===== src/rtl/rdq_align_pkg.sv =====
package rdq_align_pkg;

  typedef enum logic [2:0] {
    CAL_IDLE,
    CAL_ARM,
    CAL_WAIT,
    CAL_LOCK,
    CAL_FAIL
  } cal_state_t;

  // Edge index (edge 1 samples the pulse) after which the enable is high.
  function automatic int unsigned en_rise_edge(int unsigned depth, int unsigned stages);
    return depth + stages + 1;
  endfunction

  // True when the given depth is the last one the line offers.
  function automatic logic is_last_depth(int unsigned depth, int unsigned max_depth);
    return depth == max_depth - 1;
  endfunction

endpackage


===== src/rtl/rdq_tapline.sv =====
module rdq_tapline #(
  parameter int MAX_DEPTH  = 16,
  parameter int OUT_STAGES = 2,
  parameter int DEPTH_W    = $clog2(MAX_DEPTH)
) (
  input  logic               clk,
  input  logic               rst_n,
  input  logic               pulse_i,
  input  logic [DEPTH_W-1:0] depth_i,
  output logic               en_o,
  output logic               en_rise_o,
  output logic               empty_o
);

  logic [MAX_DEPTH-1:0]  line_q;
  logic [OUT_STAGES-1:0] stage_q;
  logic                  tap_w;
  logic                  en_prev_q;

  always_ff @(posedge clk) begin
    if (!rst_n) line_q <= '0;
    else        line_q <= {line_q[MAX_DEPTH-2:0], pulse_i};
  end

  assign tap_w = line_q[depth_i];

  always_ff @(posedge clk) begin
    if (!rst_n) stage_q[0] <= 1'b0;
    else        stage_q[0] <= tap_w;
  end

  for (genvar s = 1; s < OUT_STAGES; s++) begin : g_out
    always_ff @(posedge clk) begin
      if (!rst_n) stage_q[s] <= 1'b0;
      else        stage_q[s] <= stage_q[s-1];
    end
  end

  always_ff @(posedge clk) begin
    if (!rst_n) en_prev_q <= 1'b0;
    else        en_prev_q <= en_o;
  end

  assign en_o      = stage_q[OUT_STAGES-1];
  assign en_rise_o = en_o & ~en_prev_q;
  assign empty_o   = ~(|line_q) & ~(|stage_q);

  // an enable can only start if something was in flight the cycle before
  a_r3_rise_needs_cause: assert property (@(posedge clk) disable iff (!rst_n)
    en_rise_o |-> !$past(empty_o));

endmodule


===== src/rtl/rdq_cal_fsm.sv =====
module rdq_cal_fsm
  import rdq_align_pkg::*;
#(
  parameter int WORD_W    = 32,
  parameter int MAX_DEPTH = 16,
  parameter int DEPTH_W   = $clog2(MAX_DEPTH)
) (
  input  logic               clk,
  input  logic               rst_n,
  input  logic               cal_start_i,
  input  logic               pulse_i,
  input  logic               pipe_empty_i,
  input  logic               en_rise_i,
  input  logic [WORD_W-1:0]  cap_word_i,
  input  logic [WORD_W-1:0]  train_word_i,
  output logic [DEPTH_W-1:0] depth_o,
  output logic               done_o,
  output logic               fail_o
);

  cal_state_t         state_q;
  logic [DEPTH_W-1:0] depth_q;
  logic               pulse_prev_q;
  logic               pulse_rise_w;
  logic               word_match_w;
  logic               at_last_w;

  assign pulse_rise_w = pulse_i & ~pulse_prev_q;
  assign word_match_w = (cap_word_i == train_word_i);
  assign at_last_w    = is_last_depth(int'(depth_q), MAX_DEPTH);

  always_ff @(posedge clk) begin
    if (!rst_n) pulse_prev_q <= 1'b0;
    else        pulse_prev_q <= pulse_i;
  end

  always_ff @(posedge clk) begin
    if (!rst_n) begin
      state_q <= CAL_IDLE;
      depth_q <= '0;
    end else if (cal_start_i) begin
      state_q <= CAL_ARM;
      depth_q <= '0;
    end else begin
      unique case (state_q)
        CAL_ARM:  if (pipe_empty_i && pulse_rise_w) state_q <= CAL_WAIT;
        CAL_WAIT: if (en_rise_i) begin
          if (word_match_w)   state_q <= CAL_LOCK;
          else if (at_last_w) state_q <= CAL_FAIL;
          else begin
            depth_q <= depth_q + DEPTH_W'(1);
            state_q <= CAL_ARM;
          end
        end
        default: ;
      endcase
    end
  end

  assign depth_o = depth_q;
  assign done_o  = (state_q == CAL_LOCK);
  assign fail_o  = (state_q == CAL_FAIL);

  a_r6_flags_exclusive: assert property (@(posedge clk) disable iff (!rst_n)
    !(done_o && fail_o));

  a_r5_lock_holds: assert property (@(posedge clk) disable iff (!rst_n)
    (done_o && !cal_start_i) |=> (done_o && $stable(depth_o)));

  a_r6_fail_holds: assert property (@(posedge clk) disable iff (!rst_n)
    (fail_o && !cal_start_i) |=> (fail_o && $stable(depth_o)));

  a_r4_single_step: assert property (@(posedge clk) disable iff (!rst_n)
    !cal_start_i |=> (depth_o == $past(depth_o) || depth_o == $past(depth_o) + DEPTH_W'(1)));

  a_r4_lock_on_match: assert property (@(posedge clk) disable iff (!rst_n)
    (!done_o && !cal_start_i) |=> (!done_o || $past(cap_word_i == train_word_i)));

  a_r7_restart_clears: assert property (@(posedge clk) disable iff (!rst_n)
    cal_start_i |=> (depth_o == '0 && !done_o && !fail_o));

endmodule


===== src/rtl/rdq_align.sv =====
module rdq_align #(
  parameter int WORD_W     = 32,
  parameter int MAX_DEPTH  = 16,
  parameter int OUT_STAGES = 2,
  localparam int DEPTH_W   = $clog2(MAX_DEPTH)
) (
  input  logic               clk,
  input  logic               rst_n,
  input  logic               rd_pulse_i,
  input  logic               cal_start_i,
  input  logic [WORD_W-1:0]  cap_word_i,
  input  logic [WORD_W-1:0]  train_word_i,
  output logic               fifo_we_o,
  output logic [DEPTH_W-1:0] depth_o,
  output logic               cal_done_o,
  output logic               cal_fail_o
);

  logic               en_rise_w;
  logic               pipe_empty_w;
  logic [DEPTH_W-1:0] depth_w;

  rdq_tapline #(
    .MAX_DEPTH (MAX_DEPTH),
    .OUT_STAGES(OUT_STAGES),
    .DEPTH_W   (DEPTH_W)
  ) u_line (
    .clk      (clk),
    .rst_n    (rst_n),
    .pulse_i  (rd_pulse_i),
    .depth_i  (depth_w),
    .en_o     (fifo_we_o),
    .en_rise_o(en_rise_w),
    .empty_o  (pipe_empty_w)
  );

  rdq_cal_fsm #(
    .WORD_W   (WORD_W),
    .MAX_DEPTH(MAX_DEPTH),
    .DEPTH_W  (DEPTH_W)
  ) u_cal (
    .clk         (clk),
    .rst_n       (rst_n),
    .cal_start_i (cal_start_i),
    .pulse_i     (rd_pulse_i),
    .pipe_empty_i(pipe_empty_w),
    .en_rise_i   (en_rise_w),
    .cap_word_i  (cap_word_i),
    .train_word_i(train_word_i),
    .depth_o     (depth_w),
    .done_o      (cal_done_o),
    .fail_o      (cal_fail_o)
  );

  assign depth_o = depth_w;

  // nothing is enabled on the first cycle out of reset
  a_r1_quiet_after_reset: assert property (@(posedge clk)
    $rose(rst_n) |-> (!fifo_we_o && !cal_done_o && !cal_fail_o));

endmodule


===== config.mk =====
export PLATFORM = sky130hd
export DESIGN_NAME = rdq_align
export DESIGN_NICKNAME = d
export VERILOG_FILES = /design/src/rtl/rdq_align_pkg.sv /design/src/rtl/rdq_tapline.sv /design/src/rtl/rdq_cal_fsm.sv /design/src/rtl/rdq_align.sv
export SDC_FILE = /design/constraint.sdc
export NUM_CORES = 1
export LEC_CHECK = 0
export BUFFER_PORTS_ARGS = -buffer_cell sky130_fd_sc_hd__buf_2
export CAP_MARGIN = 40
export CORE_AREA = 5 5 61 63
export DETAILED_ROUTE_END_ITERATION = 6
export DIE_AREA = 0 0 66 68
export GPL_ROUTABILITY_DRIVEN = 0
export HOLD_SLACK_MARGIN = 0.05
export PLACE_DENSITY = 0.9
export SKIP_LAST_GASP = 1
export SLEW_MARGIN = 25
export SYNTH_ARGS = -nofsm -noshare
export SYNTH_HDL_FRONTEND = slang
export SYNTH_HIERARCHICAL = 1
export SYNTH_SLANG_ARGS = --single-unit

===== constraint.sdc =====
create_clock -name clk -period 5.1 [get_ports clk]
set_input_delay 0 -clock clk [delete_from_list [all_inputs] [get_ports clk]]
set_output_delay 0 -clock clk [all_outputs]
set_load 0.005 [all_outputs]

* Word-level counts from Yosys, hierarchy flattened *
Cells that the tools add are included.

cells by class
  $add $sub $neg = 1
  magnitude comparators = 1
  equal/unequal tests = 10
  mux-type cells = 8
  bitwise logic cells = 10
  reductions and logical operators = 9

operators with widths
  kind                                                        number
  == test 32 bit                                              1
  OR reduction 16 bit                                         1
  2-to-1 mux 3 bit                                            4
  NOT 1 bit                                                   7
  == test 3 x 2 -> 1 bit, second input constant               2
  case mux 3 bit (2 select lines)                             1
  AND reduction 3 bit                                         2
  less-than comparator 4 x 5 -> 1 bit, second input constant  1
  adder 4 x 1 -> 4 bit, second input constant                 1
  binary-select mux 1 bit (select 4 bit)                      1
  == test 4 bit, second input constant                        1
  AND reduction 4 bit                                         1
  OR reduction 2 bit                                          2
  AND 1 bit                                                   3
  == test 3 x 1 -> 1 bit, second input constant               1
  == test 3 bit, second input constant                        1
  != test 3 x 2 -> 1 bit, second input constant               1
  != test 3 bit, second input constant                        1
  nonzero test 3 bit                                          1
  2-to-1 mux 1 bit                                            2
  != test 2 x 1 -> 1 bit, second input constant               1
  != test 2 bit, second input constant                        1
  nonzero test 2 bit                                          1
  logical AND 1 bit                                           1

word-level totals
  register bits = 27
  output and inout bits = 7

* Longest topological paths before layout *
  depth after elaboration = 7
  gate-level depth with buffers = 7
  mapped depth without buffers = 7

* Hierarchy *
The synthesis kept the hierarchy.

modules (own cells, without submodules)
  module       instances  cells each  area each (um^2)
  rdq_cal_fsm  1          88          738.2
  rdq_tapline  1          63          704.4

* Worst setup path after synthesis *
OpenSTA, ideal clock, no wires.

  path type = reg2reg
  start point = reg u_line.line_q[9]
  end point = reg u_cal.state_q[0]
  data arrival time = 1.683 ns
  data required time = 4.976 ns
  path slack = 3.293 ns
  stages on the path, launching flop included = 7
  period minus slack after synthesis = 1.807 ns
  path through = dfxtp_1 > or4_1 > nor4_1 > nand2_1 > o41a_1 > o31ai_1 > a21oi_1

on the way
  cells in the longest elaborated chain, start to end = 6

RTL lines
  what                              line               RTL
  start: declaration                rdq_tapline.sv:15  logic [MAX_DEPTH-1:0] line_q;
  start signal: assignment          rdq_tapline.sv:22  else line_q <= {line_q[MAX_DEPTH-2:0], pulse_i};
  OR reduction 16 bit               rdq_tapline.sv:46  assign empty_o = ~(|line_q) & ~(|stage_q);
  NOT 1 bit                         rdq_tapline.sv:46
  AND 1 bit                         rdq_tapline.sv:46
  net pipe_empty_w                  rdq_align.sv:20    logic pipe_empty_w;
  logical AND 1 bit                 rdq_cal_fsm.sv:46  CAL_ARM: if (pipe_empty_i && pulse_rise_w) state_q <= CAL_WAIT;
  != test 3 x 2 -> 1 bit (no line)  n/a
  AND reduction 3 bit (no line)     n/a
  end signal: assignment            rdq_cal_fsm.sv:46
  end signal: assignment            rdq_cal_fsm.sv:48  if (word_match_w) state_q <= CAL_LOCK;
  end signal: assignment            rdq_cal_fsm.sv:49  else if (at_last_w) state_q <= CAL_FAIL;
  end: declaration                  rdq_cal_fsm.sv:21  cal_state_t state_q;

The timed path passes the listed nets, and every way through them passes these cells.
A chain may end at the register's enable or synchronous reset.

* Final worst setup path *
Ends and elaborated chain as after synthesis.

==> impl_metrics.env <==
export IMPL_r2r_start="u_line/line_q[9]"
export IMPL_fin_total_pwr_w=0.000376
export IMPL_first_global_vias=1332
export IMPL_min_from="rst_n"
export IMPL_syn_area_um2=1440
export IMPL_r2r_end="u_cal/state_q[0]"
export IMPL_ys_flop_type="dfxtp_1"
export IMPL_cts_tree="built"
export IMPL_min_period_over_period=0.374
export IMPL_fp_dieW_um=66
export IMPL_cts_sinks=27
export IMPL_track_usage=0.154
export IMPL_post_route_min_period_ns=1.91
export IMPL_antenna_left=0
export IMPL_instances_no_fill=274
export IMPL_hpwl_um=2770
export IMPL_finalSetupViolCount=0
export IMPL_drtIter0Drc=58
export IMPL_path_clk_slew_ns=0.13
export IMPL_outcome="complete, no violations"
export IMPL_synth_seq_cells=27
export IMPL_synth_simple_gate_area_frac=0.263
export IMPL_areaGrowthSynthToFinish_pct=32.3
export IMPL_cts_path_max_buffers=2
export IMPL_core_area_um2=3180
export IMPL_start_kind="flip-flop"
export IMPL_critPathLaunch="u_line/line_q[9]"
export IMPL_grt_max_degree=25
export IMPL_drt_pass1_iterations=4
export IMPL_path_class="reg2reg"
export IMPL_ys_types=36
export IMPL_nets=298
export IMPL_synth_top_family_by_area="simple AND/OR/NAND/NOR gates"
export IMPL_reg2regPathDepth=6
export IMPL_cap_violations=0
export IMPL_cts_max_level=1
export IMPL_vias=1325
export IMPL_dp_cells=268
export IMPL_maxSlewHeadroom=0.707
export IMPL_die_y_um=68
export IMPL_synth_area_mux_share=0.0642
export IMPL_r2r_slack_ns=3.19
export IMPL_io_pins=75
export IMPL_detail_route_wl_per_cell_um=12.0
export IMPL_setup_tns_ns=0
export IMPL_dieArea_um2=4490
export IMPL_finalWirelength_um=3300
export IMPL_end_kind="flip-flop"
export IMPL_crit_arrival_ns=2.13
export IMPL_synth_fp_nets=220
export IMPL_worstSetupEndpoint="u_cal/state_q[0]"
export IMPL_synth_cells=151
export IMPL_diodes=0
export IMPL_grt_pass1_wl_um=5420
export IMPL_vias_per_cell=4.84
export IMPL_min_delay_path_class="in2reg"
export IMPL_yosysSeqAreaShare=0.375
export IMPL_grt_setup_unrepaired="false"
export IMPL_synthAdderAreaFrac=0.00867
export IMPL_overflow=0
export IMPL_synth_compound_area_share=0.0781
export IMPL_power_leakage_nw=0.803
export IMPL_yosys_warnings=6
export IMPL_num_fill_cells=279
export IMPL_fmax_ghz=0.524
export IMPL_avgSynthCellArea_um2=9.55
export IMPL_io_buffers=74
export IMPL_synth_async_sr_flop_share=0
export IMPL_path_max_fanout=3
export IMPL_hold_viol_final=0
export IMPL_drive_above_1_share=0.368
export IMPL_synth_xor_area_frac=0.200
export IMPL_multi_input_area_um2=886
export IMPL_insertion_delay_ns=0.32
export IMPL_powerDensity_nw_per_um2=197
export IMPL_finClkSkew_ns=0.00735
export IMPL_grt_antenna_before_repair=0
export IMPL_synth_edf_count=0
export IMPL_maxSlewViolCount=0
export IMPL_cts_root_buf="clkbuf_4"
export IMPL_worst_pin_slew_ns=0.439
export IMPL_cts_buffers=3
export IMPL_regArea_um2=541
export IMPL_start_util=0.454
export IMPL_num_rows=21
export IMPL_ir_worst_vdd_v=0.0000790
export IMPL_drc=0
export IMPL_cp_required_ns=5.32
synth_stat cells, types with 2 or more instances:
library cell	number	area (um^2)
clkbuf_1	2	7.51
nand3_1	7	35.0
and2_1	19	119
mux4_1	2	52.6
xnor2_1	33	289
o21ai_0	2	10.0
a21oi_1	4	20.0
nor2b_1	2	12.5
nand2_1	7	26.3
nor4_1	4	25.0
nor2_1	7	26.3
dfxtp_1	27	541
mux2i_1	4	40.0
nand4_1	8	50.1
nand2b_1	2	12.5
worst min-delay path by stage:
stage / slack [ns] / cells past startpoint / to
2_1_floorplan: 0.12 / 1 / u_cal/pulse_prev_q
3_3_place_gp: 0.25 / 2 / u_cal/pulse_prev_q
3_5_place_dp: 0.26 / 2 / u_cal/pulse_prev_q
4_1_cts: 0.06 / 3 / u_cal/state_q[0]
5_1_grt: 0.09 / 3 / u_line/stage_q[0]
6_report: 0.06 / 3 / u_cal/state_q[0]
per-stage QoR:
stage	cell area, um^2	worst slack [ns]	hold slack [ns]	utilization
3_3_place_gp	1860	3.24	0.250	0.584
3_5_place_dp	1860	3.22	0.257	0.584
5_1_grt	1910	3.04	0.0910	0.600
2_1_floorplan	1440	3.29	0.122	-
4_1_cts	1910	3.20	0.0570	0.600
6_report	1910	3.19	0.0647	0.600
state kept, by name, indices dropped and copies added, names as in the netlist:
name                flops
u_line/en_prev_q        1
u_cal/pulse_prev_q      1
u_line/en_o             1
u_line/line_q          16
u_cal/depth_o           4
u_cal/state_q           3
u_line/stage_q          1
where the power goes:
group          internal, W  switching [W]
combinational    0.0000420      0.0000264
sequential        0.000214     0.00000233
clock            0.0000300      0.0000612
metal layers:
layer	up-vias	GRT usage	part of all wire	wire (um)
li1	686	-	-	-
met1	611	0.166	0.39	1290
met5	-	0	0	0
met3	4	0.0213	0.040	133
met2	24	0.300	0.56	1840
met4	0	0.0609	0.0094	31
cell type report:
class	instances	share of cell area
Tap cell	46	0.0302
Timing Repair Buffer	76	0.205
Clock inverter	1	0.00393
Sequential cell	27	0.283
Clock buffer	3	0.0118
Multi-Input combinational cell	120	0.464
Inverter	1	0.00197
layout by cell type, fill, tap and decap left out, types with 4 or more instances in the layout:
master	Yosys	layout
a21oi_1	4	4
and2_1	19	19
buf_2	0	74
dfxtp_1	27	27
mux2i_1	4	4
nand2_1	7	7
nand3_1	7	7
nand4_1	8	8
nor2_1	7	7
nor4_1	4	4
xnor2_1	33	33
worst max-delay path: stages (launching register included):
cell and delay (ns):
dfxtp_1 0.34, or4_1 0.51, nor4_1 0.23, nand2_1 0.10, o41a_1 0.33, o31ai_1 0.23, a21oi_1 0.06
cells by family after synthesis:
kind of cell / after synthesis
xor+xnor: 33
mux: 6
fa+ha+maj: 1
flops: 27
compound gates: 15
buf+inv: 4
simple gates: 65
timing repair:
action / 4_1_cts / 5_1_grt
setup buffers: 0 / 0
hold endpoints to repair: 5 / 0
resized for setup: 0 / 0
hold buffers: 2 / 0
(Power assumes the default switching activity.)
